==> config.mk <==
export PLATFORM = sky130hd
export DESIGN_NAME = instr_fetch_decoder
export DESIGN_NICKNAME = d
export VERILOG_FILES = /design/src/rtl/ifd_pkg.sv /design/src/rtl/ifd_format.sv /design/src/rtl/ifd_fields.sv /design/src/rtl/ifd_status.sv /design/src/rtl/instr_fetch_decoder.sv
export SDC_FILE = /design/constraint.sdc
export NUM_CORES = 1
export LEC_CHECK = 0
export CORE_MARGIN = 2
export CORE_UTILIZATION = 37
export CTS_CLUSTER_DIAMETER = 100
export CTS_CLUSTER_SIZE = 16
export DETAILED_ROUTE_END_ITERATION = 7
export PLACE_DENSITY = 0.73
export SLEW_MARGIN = 10
export SYNTH_ARGS = -nofsm -noshare
export SYNTH_HDL_FRONTEND = slang
export SYNTH_SLANG_ARGS = --single-unit
==> constraint.sdc <==
create_clock -name clk -period 3.53 [get_ports clk]
set_clock_uncertainty 0.15 [all_clocks]
set_input_delay 0.706 -clock clk [delete_from_list [all_inputs] [get_ports clk]]
set_output_delay 0.706 -clock clk [all_outputs]
set_load 0.05 [all_outputs]
==> src/rtl/ifd_pkg.sv <==
package ifd_pkg;

    localparam int WORD_W   = 32;
    localparam int NIB_W    = 4;
    localparam int BYTE_W   = 8;
    localparam int WIN_B    = 6;
    localparam int WIN_W    = WIN_B * BYTE_W;
    localparam int LEN_W    = 3;
    localparam int CBYTES   = WORD_W / BYTE_W;

    typedef enum logic [2:0] {
        ST_AOK = 3'd1,
        ST_HLT = 3'd2,
        ST_ADR = 3'd3,
        ST_INS = 3'd4
    } stat_e;

    localparam logic [NIB_W-1:0] OP_HALT = 4'h0;
    localparam logic [NIB_W-1:0] OP_NOP  = 4'h1;
    localparam logic [NIB_W-1:0] OP_RR   = 4'h2;
    localparam logic [NIB_W-1:0] OP_IR   = 4'h3;
    localparam logic [NIB_W-1:0] OP_RM   = 4'h4;
    localparam logic [NIB_W-1:0] OP_MR   = 4'h5;
    localparam logic [NIB_W-1:0] OP_ALU  = 4'h6;
    localparam logic [NIB_W-1:0] OP_JMP  = 4'h7;
    localparam logic [NIB_W-1:0] OP_CALL = 4'h8;
    localparam logic [NIB_W-1:0] OP_RET  = 4'h9;
    localparam logic [NIB_W-1:0] OP_PUSH = 4'hA;
    localparam logic [NIB_W-1:0] OP_POP  = 4'hB;

    localparam logic [NIB_W-1:0] REG_NONE   = 4'hF;
    localparam logic [NIB_W-1:0] ALU_FN_MAX = 4'd3;
    localparam logic [NIB_W-1:0] JMP_FN_MAX = 4'd6;

    // where the constant starts in the window
    typedef enum logic [1:0] {
        CST_NONE  = 2'd0,
        CST_BYTE1 = 2'd1,
        CST_BYTE2 = 2'd2
    } cst_pos_e;

    typedef struct packed {
        logic [NIB_W-1:0]  opcode;
        logic [NIB_W-1:0]  fncode;
        logic [NIB_W-1:0]  rsrc;
        logic [NIB_W-1:0]  rdst;
        logic [WORD_W-1:0] imm;
        logic [LEN_W-1:0]  len;
        logic [WORD_W-1:0] npc;
        stat_e             status;
    } dec_t;

    localparam dec_t DEC_RESET = '{
        opcode: '0,
        fncode: '0,
        rsrc:   REG_NONE,
        rdst:   REG_NONE,
        imm:    '0,
        len:    '0,
        npc:    '0,
        status: ST_AOK
    };

endpackage

==> src/rtl/ifd_format.sv <==
// Classifies byte 0: length, register-byte presence, constant position, legality.
module ifd_format
    import ifd_pkg::*;
(
    input  logic [NIB_W-1:0] opcode_i,
    input  logic [NIB_W-1:0] fncode_i,
    output logic [LEN_W-1:0] len_o,
    output logic             has_reg_o,
    output cst_pos_e         cst_pos_o,
    output logic             legal_o
);

    logic fn_zero;
    assign fn_zero = (fncode_i == '0);

    always_comb begin
        len_o     = LEN_W'(1);
        has_reg_o = 1'b0;
        cst_pos_o = CST_NONE;
        legal_o   = 1'b0;
        case (opcode_i)
            OP_HALT, OP_NOP, OP_RET: begin
                len_o   = LEN_W'(1);
                legal_o = fn_zero;
            end
            OP_RR, OP_PUSH, OP_POP: begin
                len_o     = LEN_W'(2);
                has_reg_o = 1'b1;
                legal_o   = fn_zero;
            end
            OP_ALU: begin
                len_o     = LEN_W'(2);
                has_reg_o = 1'b1;
                legal_o   = (fncode_i <= ALU_FN_MAX);
            end
            OP_JMP: begin
                len_o     = LEN_W'(5);
                cst_pos_o = CST_BYTE1;
                legal_o   = (fncode_i <= JMP_FN_MAX);
            end
            OP_CALL: begin
                len_o     = LEN_W'(5);
                cst_pos_o = CST_BYTE1;
                legal_o   = fn_zero;
            end
            OP_IR, OP_RM, OP_MR: begin
                len_o     = LEN_W'(6);
                has_reg_o = 1'b1;
                cst_pos_o = CST_BYTE2;
                legal_o   = fn_zero;
            end
            default: begin
                len_o   = LEN_W'(1);
                legal_o = 1'b0;
            end
        endcase
    end

endmodule

==> src/rtl/ifd_fields.sv <==
// Extracts register identifiers and the little-endian constant from the window.
module ifd_fields
    import ifd_pkg::*;
#(
    parameter int NBYTES = WIN_B
)(
    input  logic [NBYTES*BYTE_W-1:0] win_i,
    input  logic                     has_reg_i,
    input  cst_pos_e                 cst_pos_i,
    output logic [NIB_W-1:0]         rsrc_o,
    output logic [NIB_W-1:0]         rdst_o,
    output logic [WORD_W-1:0]        imm_o
);

    localparam int REG_BYTE = 1;

    logic [BYTE_W-1:0] bytes [NBYTES];
    logic [WORD_W-1:0] cst_at1;
    logic [WORD_W-1:0] cst_at2;

    genvar b;
    generate
        for (b = 0; b < NBYTES; b++) begin : g_split
            assign bytes[b] = win_i[b*BYTE_W +: BYTE_W];
        end
        for (b = 0; b < CBYTES; b++) begin : g_cst
            assign cst_at1[b*BYTE_W +: BYTE_W] = bytes[b+1];
            assign cst_at2[b*BYTE_W +: BYTE_W] = bytes[b+2];
        end
    endgenerate

    always_comb begin
        if (has_reg_i) begin
            rsrc_o = bytes[REG_BYTE][BYTE_W-1:NIB_W];
            rdst_o = bytes[REG_BYTE][NIB_W-1:0];
        end else begin
            rsrc_o = REG_NONE;
            rdst_o = REG_NONE;
        end
        case (cst_pos_i)
            CST_BYTE1: imm_o = cst_at1;
            CST_BYTE2: imm_o = cst_at2;
            default:   imm_o = '0;
        endcase
    end

endmodule

==> src/rtl/ifd_status.sv <==
// Status priority: bad address, then invalid, then halt, then normal.
module ifd_status
    import ifd_pkg::*;
(
    input  logic             fetch_ok_i,
    input  logic             legal_i,
    input  logic [NIB_W-1:0] opcode_i,
    output stat_e            status_o,
    output logic             fault_o
);

    always_comb begin
        if (!fetch_ok_i)               status_o = ST_ADR;
        else if (!legal_i)             status_o = ST_INS;
        else if (opcode_i == OP_HALT)  status_o = ST_HLT;
        else                           status_o = ST_AOK;
        fault_o = (status_o == ST_ADR) || (status_o == ST_INS);
    end

endmodule

==> src/rtl/instr_fetch_decoder.sv <==
module instr_fetch_decoder
    import ifd_pkg::*;
#(
    parameter bit REG_OUT = 1'b1
)(
    input  logic              clk,
    input  logic              rst_n,
    input  logic [WORD_W-1:0] pc_i,
    input  logic [WIN_W-1:0]  win_i,
    input  logic              fetch_ok_i,
    output logic [NIB_W-1:0]  opcode_o,
    output logic [NIB_W-1:0]  fncode_o,
    output logic [NIB_W-1:0]  rsrc_o,
    output logic [NIB_W-1:0]  rdst_o,
    output logic [WORD_W-1:0] imm_o,
    output logic [LEN_W-1:0]  len_o,
    output logic [WORD_W-1:0] npc_o,
    output logic [2:0]        status_o
);

    logic [NIB_W-1:0]  op_w;
    logic [NIB_W-1:0]  fn_w;
    logic [LEN_W-1:0]  fmt_len;
    logic              fmt_has_reg;
    cst_pos_e          fmt_cst_pos;
    logic              fmt_legal;
    logic [NIB_W-1:0]  fld_rsrc;
    logic [NIB_W-1:0]  fld_rdst;
    logic [WORD_W-1:0] fld_imm;
    stat_e             st_w;
    logic              st_fault;

    dec_t dec_d;
    dec_t dec_q;
    dec_t dec_out;

    assign op_w = win_i[BYTE_W-1:NIB_W];
    assign fn_w = win_i[NIB_W-1:0];

    ifd_format u_format (
        .opcode_i  (op_w),
        .fncode_i  (fn_w),
        .len_o     (fmt_len),
        .has_reg_o (fmt_has_reg),
        .cst_pos_o (fmt_cst_pos),
        .legal_o   (fmt_legal)
    );

    ifd_fields #(.NBYTES(WIN_B)) u_fields (
        .win_i     (win_i),
        .has_reg_i (fmt_has_reg),
        .cst_pos_i (fmt_cst_pos),
        .rsrc_o    (fld_rsrc),
        .rdst_o    (fld_rdst),
        .imm_o     (fld_imm)
    );

    ifd_status u_status (
        .fetch_ok_i (fetch_ok_i),
        .legal_i    (fmt_legal),
        .opcode_i   (op_w),
        .status_o   (st_w),
        .fault_o    (st_fault)
    );

    always_comb begin
        dec_d        = DEC_RESET;
        dec_d.opcode = op_w;
        dec_d.fncode = fn_w;
        dec_d.status = st_w;
        if (st_fault) begin
            dec_d.rsrc = REG_NONE;
            dec_d.rdst = REG_NONE;
            dec_d.imm  = '0;
            dec_d.len  = '0;
            dec_d.npc  = pc_i;
        end else begin
            dec_d.rsrc = fld_rsrc;
            dec_d.rdst = fld_rdst;
            dec_d.imm  = fld_imm;
            dec_d.len  = fmt_len;
            dec_d.npc  = pc_i + WORD_W'(fmt_len);
        end
    end

    generate
        if (REG_OUT) begin : g_reg
            always_ff @(posedge clk) begin
                if (!rst_n) dec_q <= DEC_RESET;
                else        dec_q <= dec_d;
            end
            assign dec_out = dec_q;
        end else begin : g_comb
            assign dec_q   = DEC_RESET;
            assign dec_out = dec_d;
        end
    endgenerate

    assign opcode_o = dec_out.opcode;
    assign fncode_o = dec_out.fncode;
    assign rsrc_o   = dec_out.rsrc;
    assign rdst_o   = dec_out.rdst;
    assign imm_o    = dec_out.imm;
    assign len_o    = dec_out.len;
    assign npc_o    = dec_out.npc;
    assign status_o = dec_out.status;

endmodule

==> results.txt, run 1 <==
The area added between synthesis and finish came out at 63.8%. After clock tree synthesis, the clock-pin slew on the worst setup and hold paths is 0.09 ns. The number of antenna diodes in the final layout is 0.

The logs give 295 MHz for the highest achievable clock rate and 3783 for the vias after detailed routing. The required time of the worst setup path is 3.66 ns. After synthesis the netlist holds a flip-flop and latch count of 86.

For the largest net degree at the start of global routing, the log shows 33. Overall power consumption after layout is estimated at 2.05 mW. The tools report the overall fraction of global-route tracks in use as 21.5%.

Counting distinct cell types in the post-synthesis netlist gives 53. Fill cells in the final layout number 873. The logs give 688 for the number of nets in the final layout and 399 for the count of mapped cells out of synthesis.

For this design, the sink count on the clock tree is 86. Minimum clock period after layout: 3.39 ns. In this run the tightest slew margin relative to its limit is 23.8%. The detailed placer's ending HPWL is 8.66 mm. The tools report the type of element launching the critical path as an input pin. In the final layout, the multi-input gates occupy 1820 um^2.

The height of the die was 103 um; the first-pass detailed-route iteration total was 5. The run gives 3.52 ns as the critical path data arrival time. For this block, the routed nets add up to 11.4 mm of wire. Worst hold-check path type: in2reg. The run gives 0.875 as the global placer's final weighted congestion.

STA classifies the critical path endpoint as a register. The region available for standard cell placement spans 9640 um^2. The run finished with clean final reports. Root buffer selected by CTS: sky130_fd_sc_hd__clkbuf_8. For the proportion of synthesized chip area in sequential cells, the log shows 47.5%.

The post-detailed-route count of antenna-violating nets came out at 0. Once layout is done, the placed cells without fillers occupy 5930 um^2. Synthesis produced a netlist with a net count of 489. Of the available clock period, the critical path in the final layout requires 95.9%.

The floorplan step defined a die boundary enclosing 10600 um^2. The count of flip-flops with a built-in enable after synthesis was 0. The path with the worst hold slack has its endpoint at opcode_o[3]. The run gives 0 as the total of warnings raised by yosys. The tools report the final hold violation count as 0.

Once the floorplan was initialized, standard cells occupied 37.6% of the core. The via density per instance is 5.15. Number of buffers inserted for hold repair after clock tree synthesis: 0.

Max-cap violations in this run came to 0. The cell area power density came out at 346 nW/um^2. For this run, design rule violations remaining after detail routing come to 0. Buffers placed on the I/O ports in this run total 168.

The total CTS buffers was 9; the fraction of synthesis flops using an asynchronous set or reset pin was 0%. For the via count of the first global-routing pass, the log shows 3658. TritonCTS built the clock tree. The tools report the final setup violation count as 0.

After floorplanning, the core was divided into 36 placement rows. After synthesis, the mean cell area works out to 9.08 um^2. The area used by sequential logic in the layout is 1720 um^2.

The number of antenna violations at the first check in global routing is 0. The total count of max-transition violations in the final report was 0; the fraction of layout cells with a size suffix above 1 was 13.8%. Once layout is complete, the utilization of the core stands at 61.6%. The most used flip-flop cell after synthesis was sky130_fd_sc_hd__dfxtp_1. The hold path depth is 5, and the static power due to leakage is 2.17 nW. Final hold analysis gives a worst-case slack of 0.784 ns. For the count of H-tree levels built during CTS, the log shows 3.

Startpoint of the tightest hold check path: win_i[7]. The average wire per cell in the routed design works out to 15.6 um. After the first detailed-routing iteration, the DRC count stood at 143.

In this run the count of I/O pins placed on the die edge is 169. The cell area that synthesis handed to floorplanning was 3620 um^2. The first global-routing pass estimated 17.6 mm of wire. The die width is 103 um, and the final global-route overflow total is 0. The largest voltage drop on the vdd net came out at 0.189 mV. At the pin with the least slew margin, the transition time is 1.14 ns.

For the maximum buffer depth of the clock tree, the log shows 2. The critical path is of the in2reg type. The biggest fanout along the worst timing path is 8, and the total cell area at the placement stage is 5680 um^2.
-- metal layers --
metal,share of wire (%),track usage (%),vias to the layer above
li1,-,-,1826
met1,38,23.4,1760
met2,50,38.8,180
met3,10,8.14,17
met4,1.9,6.28,0
met5,0,0,-
-- critical path, stage by stage --
cell and delay (ns):
sky130_fd_sc_hd__dlygate4sd2_1 0.33, sky130_fd_sc_hd__nand2_1 0.11, sky130_fd_sc_hd__o21ai_0 0.24, sky130_fd_sc_hd__nand2_2 0.12, sky130_fd_sc_hd__ha_4 0.18, sky130_fd_sc_hd__nor2_1 0.10
sky130_fd_sc_hd__a21oi_1 0.05, sky130_fd_sc_hd__o22ai_1 0.22, sky130_fd_sc_hd__buf_4 0.16, sky130_fd_sc_hd__ha_1 0.14, sky130_fd_sc_hd__a21oi_1 0.06, sky130_fd_sc_hd__a21oi_1 0.14
sky130_fd_sc_hd__o21ai_1 0.08, sky130_fd_sc_hd__buf_4 0.19, sky130_fd_sc_hd__or4_1 0.52, sky130_fd_sc_hd__a21oi_1 0.16
-- cell families (layout without fill, tap and decap cells) --
| logic type | Yosys count | in the layout | synth area share, % |
|---|---|---|---|
| AND/OR/NAND/NOR | 159 | 159 | 23.4 |
| AO/OA/AOI/OAI | 95 | 95 | 18.3 |
| flip-flops | 86 | 86 | 47.5 |
| buffers and inverters | 37 | 240 | 4.32 |
| XOR/XNOR | 10 | 10 | 2.42 |
| adder cells (fa/ha/maj) | 7 | 7 | 2.62 |
| multiplexers | 5 | 5 | 1.42 |
-- final cells by class --
cell class,count,share of cell area [%]
Inverter,14,0.886
Timing Repair Buffer,211,34.1
Clock inverter,4,0.422
Tap cell,133,2.80
Clock buffer,11,2.21
Multi-Input combinational cell,276,30.6
Sequential cell,86,29.0
-- sequential cells by signal (all words and copies together), names as in the netlist --
signal,cells
len_o,3
opcode_o,4
imm_o,32
rsrc_o,4
status_o,3
fncode_o,4
npc_o,32
rdst_o,4
-- metrics by stage --
| step | cells | setup TNS (ns) | setup slack (ns) |
|---|---|---|---|
| 2_1_floorplan | 399 | 0 | 0.0345 |
| 3_3_place_gp | 717 | -9.35 | -0.436 |
| 3_5_place_dp | 717 | -14.70 | -0.668 |
| 4_1_cts | 733 | 0 | 0.0104 |
| 5_1_grt | 735 | -0.233 | -0.0511 |
| 6_report | 735 | 0 | 0.145 |
-- what timing repair did --
action                                  in CTS  in global routing
endpoints found under the setup margin      28                 26
gates resized for setup                     12                 10
setup buffers                                1                  2
pin swaps                                    3                  5
endpoints found under the hold margin        0                  0
-- cell usage after synthesis (all sizes together) (6+ instances only) --
master  number  share of area, %
a21oi       23               3.2
a22oi       32               6.6
and2         8               1.4
clkbuf      18               1.9
dfxtp       86                48
ha           6               2.1
inv         14               1.5
nand2       22               2.3
nand2b      15               2.6
nand3       16               2.2
nand4       11               2.3
nor2        51               5.3
o21ai       15               2.1
or3         13               2.3
xnor2        9               2.2
-- worst max path at each step --
stage               startpoint         to  slack, ns  depth (start not counted)
finish                win_i[4]   npc_o[9]       0.14                         16
global route          win_i[4]  npc_o[31]      -0.05                         16
CTS                   win_i[7]  npc_o[14]       0.01                         19
detailed placement    win_i[6]  npc_o[14]      -0.67                         17
global placement      win_i[5]  npc_o[14]      -0.44                         18
floorplan             win_i[6]  npc_o[26]       0.03                         16
-- placed cells by master (no fill, tap or decap), types with 3 or more instances in the layout --
master,instances
sky130_fd_sc_hd__ha_1,4
sky130_fd_sc_hd__o21a_1,4
sky130_fd_sc_hd__and2_1,7
sky130_fd_sc_hd__nand3_1,16
sky130_fd_sc_hd__or3_1,12
sky130_fd_sc_hd__o21ai_0,14
sky130_fd_sc_hd__mux2i_1,4
sky130_fd_sc_hd__a2111oi_2,3
sky130_fd_sc_hd__buf_4,41
sky130_fd_sc_hd__nor2_1,50
sky130_fd_sc_hd__nand2_1,20
sky130_fd_sc_hd__nand2b_1,15
sky130_fd_sc_hd__nand4_1,10
sky130_fd_sc_hd__clkbuf_8,9
sky130_fd_sc_hd__nor3_1,3
sky130_fd_sc_hd__a211oi_2,4
sky130_fd_sc_hd__inv_1,13
sky130_fd_sc_hd__xnor2_1,9
sky130_fd_sc_hd__a21oi_1,23
sky130_fd_sc_hd__clkdlybuf4s50_1,164
sky130_fd_sc_hd__dfxtp_1,86
sky130_fd_sc_hd__a22oi_1,32
-- where the power goes --
group          internal (mW)  switching [mW]
Combinational          0.207           0.250
Clock                  0.250           0.341
Sequential             0.998         0.00784
(Power assumes the default switching activity.)
==> run 2, diff against run 1 <==
--- a/config.mk
+++ b/config.mk
@@ -6,11 +6,11 @@
 export NUM_CORES = 1
 export LEC_CHECK = 0
 export CORE_MARGIN = 2
-export CORE_UTILIZATION = 37
+export CORE_UTILIZATION = 30
 export CTS_CLUSTER_DIAMETER = 100
 export CTS_CLUSTER_SIZE = 16
 export DETAILED_ROUTE_END_ITERATION = 7
-export PLACE_DENSITY = 0.73
+export PLACE_DENSITY = 0.61
 export SLEW_MARGIN = 10
 export SYNTH_ARGS = -nofsm -noshare
 export SYNTH_HDL_FRONTEND = slang
==> results.txt, run 2 (same netlist as run 1, synthesis figures left out) <==
The run finished with clean final reports. The worst hold-check path type was in2reg (unchanged). The share of total power in sequential cells came out at 39.2% (was 48.9%). The final hold violation count came out at 0 (unchanged). The count of fill cells added during filler insertion was 1111 (was 873); the port buffer count was 168 (unchanged).

The switching fraction of total power came out at 25.3% (was 29.2%). The number of ports placed on the die boundary came out at 169 (unchanged). For the number of diodes added for antenna fixing, the log shows 0 (unchanged). The tools report the total count of max-transition violations in the final report as 0 (unchanged). The floorplan die area is 13000 um^2 (was 10600 um^2), and the global placer's final weighted congestion is 0.867 (was 0.875). The post-layout instance count excluding filler cells was 749 (was 735); the die width was 114 um (was 103 um).

The average wire per cell in the routed design was 15.2 um (was 15.6 um); the detailed placer's ending HPWL was 8.62 mm (was 8.66 mm). The logs give 11.4 mm (about the same) for the aggregate routed wire length and 3.46 ns (was 3.52 ns) for the critical path data arrival time. The maximum buffer depth of the clock tree was 2 (unchanged); the largest voltage drop on the vdd net was 0.194 mV (was 0.189 mV). The logs give 9 (unchanged) for the total CTS buffers and 194 (was 143) for the initial detailed-routing violation count. The fraction of layout cells with a size suffix above 1 came out at 14.6% (was 13.8%). The final setup violation count is 0 (unchanged).

The largest net degree at the start of global routing came out at 33 (unchanged). The minimum clock period after layout is 3.33 ns (was 3.39 ns), and the post-detailed-route count of antenna-violating nets is 0 (unchanged). Number of maximum-capacitance violations: 0 (unchanged). Root buffer selected by CTS: sky130_fd_sc_hd__clkbuf_16 (was sky130_fd_sc_hd__clkbuf_8).

The vias after detailed routing is 3693 (was 3783). Type of element launching the critical path: an input pin (unchanged). Commonest non-fill, non-tap cells in the layout: sky130_fd_sc_hd__clkdlybuf4s50_1, sky130_fd_sc_hd__dfxtp_1, sky130_fd_sc_hd__nor2_1 (unchanged). Transition time at the pin with the least slew margin: 1.15 ns (was 1.14 ns).

The run gives 3 (unchanged) as the count of H-tree levels built during CTS. The cell area power density came out at 417 nW/um^2 (was 346 nW/um^2). Final global-route overflow total: 0 (unchanged). The logs give 687 (was 688) for the number of nets in the final layout and 2.27 nW (was 2.17 nW) for the static power due to leakage.

The tools report the logic gate share of total power as 18.1% (was 22.3%). The net switching power came out at 0.649 mW (was 0.600 mW). Count of placed standard cells including taps: 729 (was 717). The highest achievable clock rate was 300 MHz (was 295 MHz).

Post-route total power: 2.57 mW (was 2.05 mW). TritonCTS built the clock tree. The tools report the setup total negative slack as 0 ns (unchanged).

For the overall fraction of global-route tracks in use, the log shows 17.7% (was 21.5%). Standard-cell row count: 40 (was 36). The logs give 42.7% (was 28.8%) for the proportion of power drawn by the clock network and 30.4% (was 37.6%) for the effective utilization at floorplan.

The tools report the remaining routing DRC violations as 0 (unchanged). The share of the core filled with cells in the final layout is 51.7% (was 61.6%), and the clock input transition at the sequential cells of the worst setup and hold paths is 0.06 ns (was 0.09 ns). The worst slew margin relative to its limit is 23.3% (was 23.8%), and the required time of the worst setup path is 3.66 ns (about the same). The tools report the total internal power as 1.92 mW (was 1.46 mW). The leading cell type in the layout, fill and taps excluded is sky130_fd_sc_hd__clkdlybuf4s50_1 (unchanged). The first-pass detailed-route iteration total was 4 (was 5). Endpoint class of the critical path: a register (unchanged). The height of the die is 114 um (was 103 um), and the first-pass GRT wire length is 18.0 mm (was 17.6 mm). Area added between synthesis and finish: 70.1% (was 63.8%). The via density per instance came out at 4.93 (was 5.15).

The biggest fanout along the worst timing path was 7 (was 8). The final cycle utilization of the critical path came out at 94.3% (was 95.9%). The number of antenna violations at the first check in global routing came out at 0 (unchanged).

The run gives 86 (unchanged) as the clock sink count. The critical path start-end classification was in2reg (unchanged). The via count of the first global-routing pass is 3594 (was 3658). Core footprint: 11900 um^2 (was 9640 um^2).
## run 2: repair_timing
item                                    in CTS  in global routing
endpoints found under the setup margin      29                 29
pin swaps                                    2                  5
setup buffers                                2                  2
resized for setup                           11                 16
hold buffers                                 0                  0
## run 2: path summary, 6_finish.rpt
kind,startpoint,endpoint,slack [ns],cells past startpoint
max,win_i[5],npc_o[26],0.20,17
min,win_i[5],opcode_o[1],0.71,2
## run 2: layout make-up
class / count / area (um^2) / area share [%]
flip-flops and latches: 86 / 1720 / 27.9
well taps: 147 / 184 / 2.98
multi-input cells: 276 / 1830 / 29.7
inverters: 14 / 52.6 / 0.853
clock buffers: 10 / 239 / 3.88
clock inverters: 6 / 109 / 1.77
repair buffers: 210 / 2030 / 32.9
## run 2: through the flow
stage / worst slack, ns / cell area [um^2] / hold WS (ns)
floorplan: 0.0345 / 3620 / 0.647
global placement: -0.484 / 5700 / 1.15
detailed placement: -0.687 / 5700 / 1.15
CTS: 0.00451 / 6080 / 0.695
global route: -0.0200 / 6160 / 0.743
finish: 0.200 / 6160 / 0.713
## run 2: worst max-delay path: stages
cell                              delay, ns
sky130_fd_sc_hd__clkdlybuf4s15_1       0.31
sky130_fd_sc_hd__nand2b_1              0.16
sky130_fd_sc_hd__o21ai_0               0.09
sky130_fd_sc_hd__nand2_1               0.13
sky130_fd_sc_hd__ha_4                  0.17
sky130_fd_sc_hd__inv_2                 0.05
sky130_fd_sc_hd__nand2_1               0.06
sky130_fd_sc_hd__a21oi_1               0.07
sky130_fd_sc_hd__o22ai_2               0.12
sky130_fd_sc_hd__ha_2                  0.20
sky130_fd_sc_hd__inv_1                 0.05
sky130_fd_sc_hd__fa_2                  0.38
sky130_fd_sc_hd__nor2b_4               0.17
sky130_fd_sc_hd__or2_4                 0.14
sky130_fd_sc_hd__o2111ai_4             0.12
sky130_fd_sc_hd__or3_1                 0.37
sky130_fd_sc_hd__a21oi_1               0.14
## run 2: per-layer routing
metal | GRT usage [%] | up-vias | wire [um]
li1 | - | 1826 | -
met1 | 20.8 | 1683 | 4810
met2 | 29.5 | 168 | 5160
met3 | 6.16 | 16 | 1190
met4 | 7.40 | 0 | 232
met5 | 0 | - | 0
## run 2: power groups by stage
| stage | registers (mW) | clock network (mW) | logic [mW] |
|---|---|---|---|
| 2_1_floorplan | 1.13 | 0 | 0.118 |
| 3_3_place_gp | 1.03 | 0 | 0.443 |
| 3_5_place_dp | 1.03 | 0 | 0.448 |
| 4_1_cts | 1.01 | 1.13 | 0.455 |
| 5_1_grt | 1.01 | 1.17 | 0.497 |
| 6_report | 1.01 | 1.10 | 0.466 |
==> run 3, diff against run 2 <==
--- a/config.mk
+++ b/config.mk
@@ -5,9 +5,10 @@
 export SDC_FILE = /design/constraint.sdc
 export NUM_CORES = 1
 export LEC_CHECK = 0
+export CAP_MARGIN = 30
 export CORE_MARGIN = 2
 export CORE_UTILIZATION = 30
-export CTS_CLUSTER_DIAMETER = 100
+export CTS_CLUSTER_DIAMETER = 150
 export CTS_CLUSTER_SIZE = 16
 export DETAILED_ROUTE_END_ITERATION = 7
 export PLACE_DENSITY = 0.61
@@ -15,3 +16,4 @@
 export SYNTH_ARGS = -nofsm -noshare
 export SYNTH_HDL_FRONTEND = slang
 export SYNTH_SLANG_ARGS = --single-unit
+export TNS_END_PERCENT = 50
==> results.txt, run 3 (same netlist as run 1, synthesis figures left out) <==
The flow ran to the end, and the final reports show no timing, DRC or antenna violations. The run gives 1124 (was 1111) as the count of fill cells added during filler insertion. The average wire per cell in the routed design is 15.3 um (was 15.2 um), and the area of the multi-input gates is 1830 um^2 (about the same). The switching fraction of total power is 25.8% (was 25.3%). The final cycle utilization of the critical path was 94.4% (was 94.3%). The worst slew margin relative to its limit was 60.3% (was 23.3%). The type of element launching the critical path was an input pin (unchanged). The tools report the clock sink count as 86 (unchanged). The detailed placer's ending HPWL was 8.67 mm (was 8.62 mm); the port buffer count was 168 (unchanged). The tools report the via count of the first global-routing pass as 3715 (was 3594).

For the critical path data arrival time, the log shows 3.45 ns (was 3.46 ns). Post-route standard cell area excluding fillers: 6150 um^2 (was 6160 um^2). The tools report the final hold violation count as 0 (unchanged). Ordered list of cells on the worst path: dlygate4sd2_1, nor3_2, nand2_1, nand2_2, inv_2, ha_4, nor2_1, a21oi_1, o22ai_1, buf_4, ha_1, a21oi_1, a21oi_1, o21ai_2, buf_12, or4_1, a21oi_1 (was clkdlybuf4s15_1, nand2b_1, o21ai_0, nand2_1, ha_4, inv_2, nand2_1, a21oi_1, o22ai_2, ha_2, inv_1, fa_2, nor2b_4, or2_4, o2111ai_4, or3_1, a21oi_1). The global placer's final weighted congestion came out at 0.867 (unchanged).

The number of maximum-capacitance violations was 0 (unchanged). The worst hold-check path type was in2reg (unchanged). The number of ports placed on the die boundary is 169 (unchanged), and the clock input transition at the sequential cells of the worst setup and hold paths is 0.06 ns (about the same). The logs give 13000 um^2 (unchanged) for the floorplan die area and 2 (unchanged) for the maximum buffer depth of the clock tree.

The proportion of power drawn by the clock network came out at 40.9% (was 42.7%). The maximum cell stage delay along the critical path was 0.50 ns (was 0.38 ns); the cell area power density was 406 nW/um^2 (was 417 nW/um^2). The logs give 0 (unchanged) for the post-detailed-route count of antenna-violating nets and 18.2 mm (was 18.0 mm) for the first-pass GRT wire length.

The run gives 0.197 ns (was 0.200 ns) as the final worst setup slack. The tools report the root buffer selected by CTS as sky130_fd_sc_hd__clkbuf_16 (unchanged). The vias after detailed routing is 3741 (was 3693). Critical path start-end classification: in2reg (unchanged). The logs give 4 (unchanged) for the first-pass detailed-route iteration total and 0 (unchanged) for the number of antenna violations at the first check in global routing.

The tools report the remaining routing DRC violations as 0 (unchanged). The biggest fanout along the worst timing path was 13 (was 7). The startpoint of the tightest hold check path was win_i[5] (unchanged). The effective utilization at floorplan was 30.4% (unchanged); the total count of max-transition violations in the final report was 0 (unchanged). The height of the die was 114 um (unchanged).

Via density per instance: 4.99 (was 4.93). Static power due to leakage: 2.27 nW (about the same). The area added between synthesis and finish works out to 69.6% (was 70.1%).

By instance count, the cell type seen most on the critical path is sky130_fd_sc_hd__a21oi_1. The leading cell type in the layout, fill and taps excluded is sky130_fd_sc_hd__clkdlybuf4s50_1 (unchanged). Largest voltage drop on the vdd net: 0.250 mV (was 0.194 mV).

The hold path depth came out at 2 (unchanged). The final global-route overflow total came out at 0 (unchanged). The logs give 0 (unchanged) for the number of diodes added for antenna fixing and 11900 um^2 (unchanged) for the core footprint.

The fraction of layout cells with a size suffix above 1 is 14.8% (was 14.6%), and the initial detailed-routing violation count is 254 (was 194). Overall fraction of global-route tracks in use: 17.9% (was 17.7%). The total internal power is 1.85 mW (was 1.92 mW), and the logic gate share of total power is 18.8% (was 18.1%). TritonCTS built the clock tree.

The tools report the largest net degree at the start of global routing as 33 (unchanged). The required time of the worst setup path came out at 3.65 ns (was 3.66 ns). The endpoint of the worst hold path was opcode_o[1] (unchanged). Number of nets in the final layout: 688 (was 687). The highest-delay cell along the critical path was sky130_fd_sc_hd__or4_1 (was sky130_fd_sc_hd__fa_2). The transition time at the pin with the least slew margin is 0.596 ns (was 1.15 ns). Commonest non-fill, non-tap cells in the layout: sky130_fd_sc_hd__clkdlybuf4s50_1, sky130_fd_sc_hd__dfxtp_1, sky130_fd_sc_hd__nor2_1 (unchanged). The standard-cell row count is 40 (unchanged), and the area used by sequential logic in the layout is 1720 um^2 (unchanged). The total CTS buffers is 9 (unchanged), and the worst-case setup slack after placement is -0.706 ns (was -0.687 ns). The endpoint class of the critical path was a register (unchanged).

The final setup violation count was 0 (unchanged); the net switching power was 0.644 mW (was 0.649 mW). Total cell area at the placement stage: 5710 um^2 (was 5700 um^2). The post-route total power came out at 2.50 mW (was 2.57 mW). The die width was 114 um (unchanged); the aggregate routed wire length was 11.5 mm (was 11.4 mm). The tools report the count of H-tree levels built during CTS as 3 (unchanged).

The highest achievable clock rate is 300 MHz (about the same), and the share of total power in sequential cells is 40.3% (was 39.2%). The minimum clock period after layout came out at 3.33 ns (about the same).
[run 3: changes by cell type in the layout (fill, tap and decap cells not counted), sizes merged]
cell and change:
clkdlybuf4s15 -1, bufinv -1, buf +1, clkbuf +1, inv +1
[run 3: metal layers]
metal | share of wire, % | up-vias | wire (um) | track usage [%]
met3 | 9.3 | 18 | 1070 | 5.10
met4 | 2.3 | 0 | 261 | 7.64
li1 | - | 1833 | - | -
met5 | 0 | - | 0 | 0
met1 | 42 | 1718 | 4870 | 20.9
met2 | 46 | 172 | 5280 | 30.7
[run 3: what timing repair did]
| action | CTS | global route |
|---|---|---|
| buffers inserted | 2 | 2 |
| endpoints found under the setup margin | 29 | 27 |
| pin swaps | 4 | 5 |
| cloned | 0 | 0 |
| gates resized for setup | 14 | 14 |
| hold buffers | 0 | 0 |
[run 3: area by class of cell]
cell class	count	area share, %
Multi-Input combinational cell	276	29.8
Inverter	14	0.855
Tap cell	147	2.99
Clock buffer	10	3.89
Sequential cell	86	28.0
Timing Repair Buffer	211	33.1
Clock inverter	6	1.36
[run 3: worst max path at each step]
| stage | startpoint | endpoint | depth (start not counted) |
|---|---|---|---|
| after global placement | win_i[5] | npc_o[24] | 19 |
| after CTS | win_i[7] | npc_o[26] | 18 |
| after floorplan | win_i[6] | npc_o[26] | 16 |
| after detailed placement | win_i[5] | npc_o[22] | 19 |
| after global routing | win_i[6] | npc_o[28] | 19 |
| final | win_i[6] | npc_o[31] | 17 |
[run 3: critical path, delay by kind of cell]
| family | cells | cell delay [ns] |
|---|---|---|
| AOI/OAI and AO/OA | 6 | 0.79 |
| buffers and inverters | 4 | 0.66 |
| and+or+nand+nor | 5 | 1.01 |
| adders and majority gates | 2 | 0.29 |
[run 3: power by group through the flow]
| stage | clock [mW] | combinational, mW | sequential, mW |
|---|---|---|---|
| CTS | 1.05 | 0.461 | 1.01 |
| global placement | 0 | 0.443 | 1.03 |
| detailed placement | 0 | 0.449 | 1.03 |
| floorplan | 0 | 0.118 | 1.13 |
| global route | 1.10 | 0.501 | 1.01 |
| finish | 1.02 | 0.469 | 1.01 |
[run 3: stage by stage]
| stage | cells | hold slack [ns] | util, % | TNS (ns) |
|---|---|---|---|---|
| after detailed placement | 730 | 1.15 | 47.9 | -15.79 |
| after global placement | 729 | 1.15 | 47.8 | -10.59 |
| after floorplan | 399 | 0.647 | - | 0 |
| after global routing | 750 | 0.542 | 51.6 | -0.0429 |
| after CTS | 748 | 0.696 | 51.1 | 0 |
| final | 750 | 0.535 | 51.6 | 0 |
